==> src/rtl/rdpoll_pkg.sv <==
package rdpoll_pkg;

    // Source that feeds the output register on a given cycle
    typedef enum logic [1:0] {
        SRC_NONE   = 2'd0,
        SRC_ARRAY  = 2'd1,
        SRC_STATUS = 2'd2
    } src_e;

endpackage

==> src/rtl/rdpoll_strobe.sv <==
module rdpoll_strobe (
    input  logic ce_n,
    input  logic oe_n,
    input  logic we_n,
    input  logic prev_rd,
    output logic rd_act,
    output logic rd_start
);

    always_comb begin
        rd_act   = !ce_n && !oe_n && we_n;
        // falling edge of the combined active-low read strobe
        rd_start = rd_act && !prev_rd;
    end

endmodule

==> src/rtl/rdpoll_select.sv <==
module rdpoll_select
    import rdpoll_pkg::*;
#(
    parameter int ADDR_W        = 15,
    parameter bit POLL_ANY_ADDR = 1'b1
) (
    input  logic              busy,
    input  logic              rd_act,
    input  logic [ADDR_W-1:0] rd_addr,
    input  logic [ADDR_W-1:0] last_waddr,
    output src_e              src
);

    logic addr_hit;
    logic poll_ok;

    always_comb begin
        addr_hit = (rd_addr == last_waddr);
        poll_ok  = POLL_ANY_ADDR ? 1'b1 : addr_hit;
        if (!rd_act)
            src = SRC_NONE;
        else if (busy && poll_ok)
            src = SRC_STATUS;
        else
            src = SRC_ARRAY;
    end

endmodule

==> src/rtl/rdpoll_status.sv <==
module rdpoll_status #(
    parameter int DATA_W = 8
) (
    input  logic [DATA_W-1:0] last_wdata,
    input  logic              tog,
    output logic [DATA_W-1:0] stat_byte
);

    localparam int HI_POS  = DATA_W - 1;
    localparam int TOG_POS = DATA_W - 2;

    for (genvar i = 0; i < DATA_W; i++) begin : g_bit
        if (i == HI_POS) begin : g_inv
            assign stat_byte[i] = ~last_wdata[i];
        end else if (i == TOG_POS) begin : g_tog
            assign stat_byte[i] = tog;
        end else begin : g_pass
            assign stat_byte[i] = last_wdata[i];
        end
    end

endmodule

==> src/rtl/rdpoll_path.sv <==
module rdpoll_path
    import rdpoll_pkg::*;
#(
    parameter int DATA_W        = 8,
    parameter int ADDR_W        = 15,
    parameter bit POLL_ANY_ADDR = 1'b1
) (
    input  logic              clk,
    input  logic              rst_n,
    input  logic              ce_n,
    input  logic              oe_n,
    input  logic              we_n,
    input  logic [ADDR_W-1:0] rd_addr,
    input  logic [DATA_W-1:0] array_rdata,
    input  logic              busy,
    input  logic [DATA_W-1:0] last_wdata,
    input  logic [ADDR_W-1:0] last_waddr,
    output logic [DATA_W-1:0] dout,
    output logic              dout_oe
);

    localparam int HI_POS  = DATA_W - 1;
    localparam int TOG_POS = DATA_W - 2;

    typedef struct packed {
        logic              rd_act;
        logic              tog;
        logic              oe;
        logic [DATA_W-1:0] dout;
    } state_t;

    state_t            st_d;
    state_t            st_q;
    logic              rd_act;
    logic              rd_start;
    src_e              src;
    logic              tog_nxt;
    logic [DATA_W-1:0] stat_byte;

    rdpoll_strobe u_strobe (
        .ce_n     (ce_n),
        .oe_n     (oe_n),
        .we_n     (we_n),
        .prev_rd  (st_q.rd_act),
        .rd_act   (rd_act),
        .rd_start (rd_start)
    );

    rdpoll_select #(
        .ADDR_W        (ADDR_W),
        .POLL_ANY_ADDR (POLL_ANY_ADDR)
    ) u_select (
        .busy       (busy),
        .rd_act     (rd_act),
        .rd_addr    (rd_addr),
        .last_waddr (last_waddr),
        .src        (src)
    );

    // toggle flips only when a status read begins
    assign tog_nxt = st_q.tog ^ (rd_start && (src == SRC_STATUS));

    rdpoll_status #(
        .DATA_W (DATA_W)
    ) u_status (
        .last_wdata (last_wdata),
        .tog        (tog_nxt),
        .stat_byte  (stat_byte)
    );

    always_comb begin
        st_d        = st_q;
        st_d.rd_act = rd_act;
        st_d.tog    = tog_nxt;
        st_d.oe     = (src != SRC_NONE);
        unique case (src)
            SRC_STATUS: st_d.dout = stat_byte;
            SRC_ARRAY:  st_d.dout = array_rdata;
            default:    st_d.dout = '0;
        endcase
    end

    always_ff @(posedge clk or negedge rst_n) begin
        if (!rst_n)
            st_q <= '0;
        else
            st_q <= st_d;
    end

    assign dout    = st_q.dout;
    assign dout_oe = st_q.oe;

    // ---------------- assertions ----------------
    assert_bus_quiet_R1: assert property (@(posedge clk) disable iff (!rst_n)
        !dout_oe |-> (dout == '0));

    assert_drive_on_read_R1: assert property (@(posedge clk) disable iff (!rst_n)
        (!ce_n && !oe_n && we_n) |=> dout_oe);

    assert_idle_data_R2: assert property (@(posedge clk) disable iff (!rst_n)
        (!busy && !ce_n && !oe_n && we_n) |=> (dout == $past(array_rdata)));

    assert_poll_msb_R3: assert property (@(posedge clk) disable iff (!rst_n)
        (src == SRC_STATUS) |=> (dout[HI_POS] == ~$past(last_wdata[HI_POS])));

    assert_poll_tog_R4: assert property (@(posedge clk) disable iff (!rst_n)
        (src == SRC_STATUS) |=> (dout[TOG_POS] == st_q.tog));

    assert_flip_on_start_R5: assert property (@(posedge clk) disable iff (!rst_n)
        (rd_start && src == SRC_STATUS) |=> (st_q.tog != $past(st_q.tog)));

    assert_tog_hold_idle_R6: assert property (@(posedge clk) disable iff (!rst_n)
        !busy |=> $stable(st_q.tog));

    assert_no_write_drive_R10: assert property (@(posedge clk) disable iff (!rst_n)
        !we_n |=> (!dout_oe && $stable(st_q.tog)));

endmodule

==> config.mk <==
export PLATFORM = sky130hd
export DESIGN_NAME = rdpoll_path
export DESIGN_NICKNAME = d
export VERILOG_FILES = /design/src/rtl/rdpoll_pkg.sv /design/src/rtl/rdpoll_strobe.sv /design/src/rtl/rdpoll_select.sv /design/src/rtl/rdpoll_status.sv /design/src/rtl/rdpoll_path.sv
export SDC_FILE = /design/constraint.sdc
export NUM_CORES = 1
export LEC_CHECK = 0
export ABC_AREA = 0
export BUFFER_PORTS_ARGS = -buffer_cell sky130_fd_sc_hd__buf_2
export CAP_MARGIN = 5
export CORE_AREA = 3 3 47 49
export DETAILED_ROUTE_END_ITERATION = 8
export DIE_AREA = 0 0 50 52
export MAX_ROUTING_LAYER = met4
export PLACE_DENSITY = 0.73
export RECOVER_POWER = 25
export SYNTH_ARGS = -nofsm -noshare
export SYNTH_HDL_FRONTEND = slang
export SYNTH_HIERARCHICAL = 1
export SYNTH_SLANG_ARGS = --single-unit
==> constraint.sdc <==
create_clock -name clk -period 1.55 [get_ports clk]
set_input_delay 0 -clock clk [delete_from_list [all_inputs] [get_ports clk]]
set_output_delay 0 -clock clk [all_outputs]
set_load 0.02 [all_outputs]
# After elaboration in Yosys (flattened, before gate mapping)
# Cells that the tools add are included.
[classes]
eq_ne = 2
mux = 3
bitwise = 2
reduce_logical = 8
[op_table]
columns = ["cell", "n"]
rows = [
  ["$pmux W8 S2", 1],
  ["$logic_and A1 B1 Y1", 4],
  ["$mux W2", 2],
  ["$logic_not A1 Y1", 3],
  ["$eq A2 B1 Y1 const B", 1],
  ["$eq A2 B2 Y1 const B", 1],
  ["$reduce_bool A2 Y1", 1],
  ["$not A1 Y1", 1],
  ["$xor A1 B1 Y1", 1],
]
[totals]
register_bits = 11
input_bits = 52
elab_cells = 19

# Depth between registers and ports, before layout
[depth]
word_depth = 8
mapped_depth = 10
depth_no_buf = 8

# Cells and area by module
# The synthesis kept the hierarchy.
[modules_own_cells]
columns = ["module", "instances", "cells_per_inst", "area_per_inst_um2", "seq_area_each_um2"]
rows = [
  ["rdpoll_path", 1, 45, 536.8, 275.3],
  ["rdpoll_status", 1, 8, 56.3, 0.0],
  ["rdpoll_strobe", 1, 2, 22.5, 0.0],
  ["rdpoll_select", 1, 2, 16.3, 0.0],
]

# Worst setup path before layout
# Ideal clock, no wire load.
[synth_path]
kind = "in2reg"
start = "in oe_n"
end = "reg st_q (netlist bit dout[6])"
setup_ns = 0.123
t_arrival_ns = 1.200
slack_ns = 0.228
path_stages = 10
n_path_buf = 2
path_cell_list = "nor3b_1 > and2b_2 > inv_1 > ha_1 > buf_6 > nand2_2 > xnor2_1 > buf_4 > a22oi_1 > nor2b_1"
[synth_rtl]
columns = ["item", "line", "text"]
rows = [
  ["from (decl)", "rdpoll_path.sv:11", "input logic oe_n,"],
  ["to (signal assigned)", "rdpoll_path.sv:87", "st_q <= st_d;"],
  ["to (decl)", "rdpoll_path.sv:33", "state_t st_q;"],
]

==> results.json <==
{
  "status": "finished, final reports clean",
  "clock_skew_ns": 0.000186,
  "clk_pin_slew_ns": 0.07,
  "grt_max_degree": 12,
  "multi_input_area_sq_um": 206,
  "ys_types": 14,
  "path_class": "in2reg",
  "max_slew.worst_pin.slew_ns": 0.577,
  "htree_levels": 1,
  "relSlewSlack_pct": 61.5,
  "synth_mux_area_share_pct": 0,
  "cp-end-kind": "flip-flop",
  "r2r_cells": 5,
  "worst_hold_path.num_cells": 3,
  "layout_common_cells": "28 x buf_2, 11 x dfrtp_1, 8 x nor2b_1",
  "portBuffers": 29,
  "io-pin-count": 61,
  "syn-num-nets": 112,
  "dieArea_sq_um": 2600,
  "routedWlPerCell_microns": 10.0,
  "antenna_found_initial": 0,
  "yosys_warnings": 6,
  "fin_crit_sh_pct": 80.7,
  "synthesis.area_sq_um": 632,
  "route.vias.total": 410,
  "wirelength_mm": 1.03,
  "grt_setup_unrepaired": "false",
  "dp_hpwl_microns": 842,
  "synthSimpleGateAreaFrac_pct": 15.0,
  "drt_first_pass_iters": 2,
  "powerDensity_nw_per_um2": 776,
  "grt_pass1_vias": 391,
  "diodes": 0,
  "cts_tree": "built",
  "crit_path_start_kind": "input pin",
  "ys_ff_latch": 11,
  "die-height_microns": 52,
  "ir_drop_mv": 0.257,
  "synthXorXnorAreaFrac_pct": 1.39,
  "clk-insertion-delay-late_ns": 0.26,
  "drv_cap": 0,
  "hold_path_class": "in2reg",
  "final_common_cell": "buf_2",
  "postLayoutCoreUtil_pct": 37.9,
  "post-cts-setup-buffer-count": 0,
  "synth_top_family_by_area": "buffers and inverters",
  "grt_use_total_pct": 8.86,
  "post-route-min-period_ns": 1.25,
  "drive_gt1_share_pct": 48.0,
  "area_growth_pct": 14.1,
  "clock.fmax_ghz": 0.799,
  "rows": 16,
  "die_x_microns": 50,
  "core_sq_um": 1900,
  "antenna_left": 0,
  "setup_violations": 0,
  "synth_compound_area_share_pct": 10.3,
  "cp.required_ns": 1.74,
  "worstPathMaxFanout": 9,
  "min-delay-start": "last_wdata[2]",
  "drv_slew": 0,
  "cts-root-buf": "clkbuf_4",
  "yosys.area_share.adder_pct": 5.94,
  "ys_seq_area_share_pct": 43.6,
  "nets": 131,
  "grt_pass1_wl_mm": 1.61,
  "syn_area_per_cell_sq_um": 11.1,
  "synthCells": 57,
  "grt-ovfl-total": 0,
  "r2r-end": "dout[6]",
  "seq_area_sq_um": 275,
  "ff2ff_setup_slack_ns": 0.38,
  "via_per_inst": 4.02,
  "dr.first_iter.drc_count": 4,
  "finalSetupTns_ns": 0,
  "hold_viol_final": 0,
  "holdPathEnd": "dout[2]",
  "gp_congestion": 0.699,
  "critPathArrivalTime_ns": 1.45,
  "n_fill_cell": 201,
  "initial_core_util_pct": 33.2,
  "clockBufferDepth": 2,
  "p_leak_nw": 0.369,
  "drc": 0,
  "holdWs_ns": 0.00561,
  "timing.rr.start": "st_q[10]",
  "clock-sinks": 11,
  "cts_buffers": 3
}
[cells in the mapped netlist]
library cell | instances | area share (%)
a22oi_1 | 7 | 8.3
buf_6 | 2 | 3.6
nor2b_1 | 8 | 7.9
a22oi_2 | 1 | 2.0
dfrtp_1 | 11 | 44
inv_1 | 4 | 2.4
and2_2 | 1 | 1.2
buf_4 | 15 | 18
and2b_2 | 1 | 1.4
xnor2_1 | 1 | 1.4
ha_1 | 3 | 5.9
nand2_2 | 1 | 0.99
nor4b_2 | 1 | 2.4
nor3b_1 | 1 | 1.2
[what timing repair did]
item / 4_1_cts / 5_1_grt
endpoints found under the hold margin: 12 / 0
resized for setup: 0 / 0
hold buffers: 2 / 0
[flip-flops by register name, summed over array words and instances, names as in the netlist]
register and count:
dout_oe 1, st_q 2, dout 8
[power by group]
| group | total [mW] | leakage [nW] | internal, mW | switching, mW |
|---|---|---|---|---|
| registers | 0.301 | 0.151 | 0.297 | 0.00389 |
| clock network | 0.185 | 0.0150 | 0.0992 | 0.0860 |
| logic | 0.0729 | 0.203 | 0.0388 | 0.0341 |
| total | 0.559 | 0.369 | 0.435 | 0.124 |
[layout make-up]
cell class | count | share of cell area [%]
Clock buffer | 4 | 3.65
Sequential cell | 11 | 38.2
Timing Repair Buffer | 31 | 22.7
Inverter | 4 | 2.08
Multi-Input combinational cell | 25 | 28.6
Tap cell | 27 | 4.69
[stage by stage]
stage	setup WS, ns	area [sq um]	power, mW	std cells
floorplan	0.228	632	0.361	57
detailed placement	0.0138	676	0.377	96
finish	0.299	721	0.559	102
global route	0.0995	721	0.590	102
CTS	0.305	722	0.568	102
global placement	0.0482	676	0.375	96
[cells by family after synthesis]
logic type      Yosys count
buf+inv                  21
fa+ha+maj                 3
simple gates             13
flops                    11
xor+xnor                  1
compound gates            8
[per-layer routing]
layer	routed length, microns	track usage [%]	part of all wire, %
met2	524	14.6	51
met5	0	-	0
met1	415	8.67	40
met4	20	7.83	2.0
met3	65	2.29	6.3
[worst max-delay path by stage]
| stage | cells past startpoint | startpoint | endpoint |
|---|---|---|---|
| after global routing | 8 | oe_n | dout[6] |
| after CTS | 8 | oe_n | dout[6] |
| after global placement | 8 | oe_n | dout[6] |
| after floorplan | 10 | oe_n | dout[6] |
| after detailed placement | 8 | oe_n | dout[6] |
| final | 8 | oe_n | dout[6] |
[worst max-delay path, cell delays in order]
cell and delay, ns:
buf_2 0.11, nor3b_1 0.28, and2_2 0.21, ha_1 0.35
nand2_2 0.08, xnor2_1 0.19, a22oi_1 0.09, nor2b_1 0.12
(Power assumes the default switching activity.)
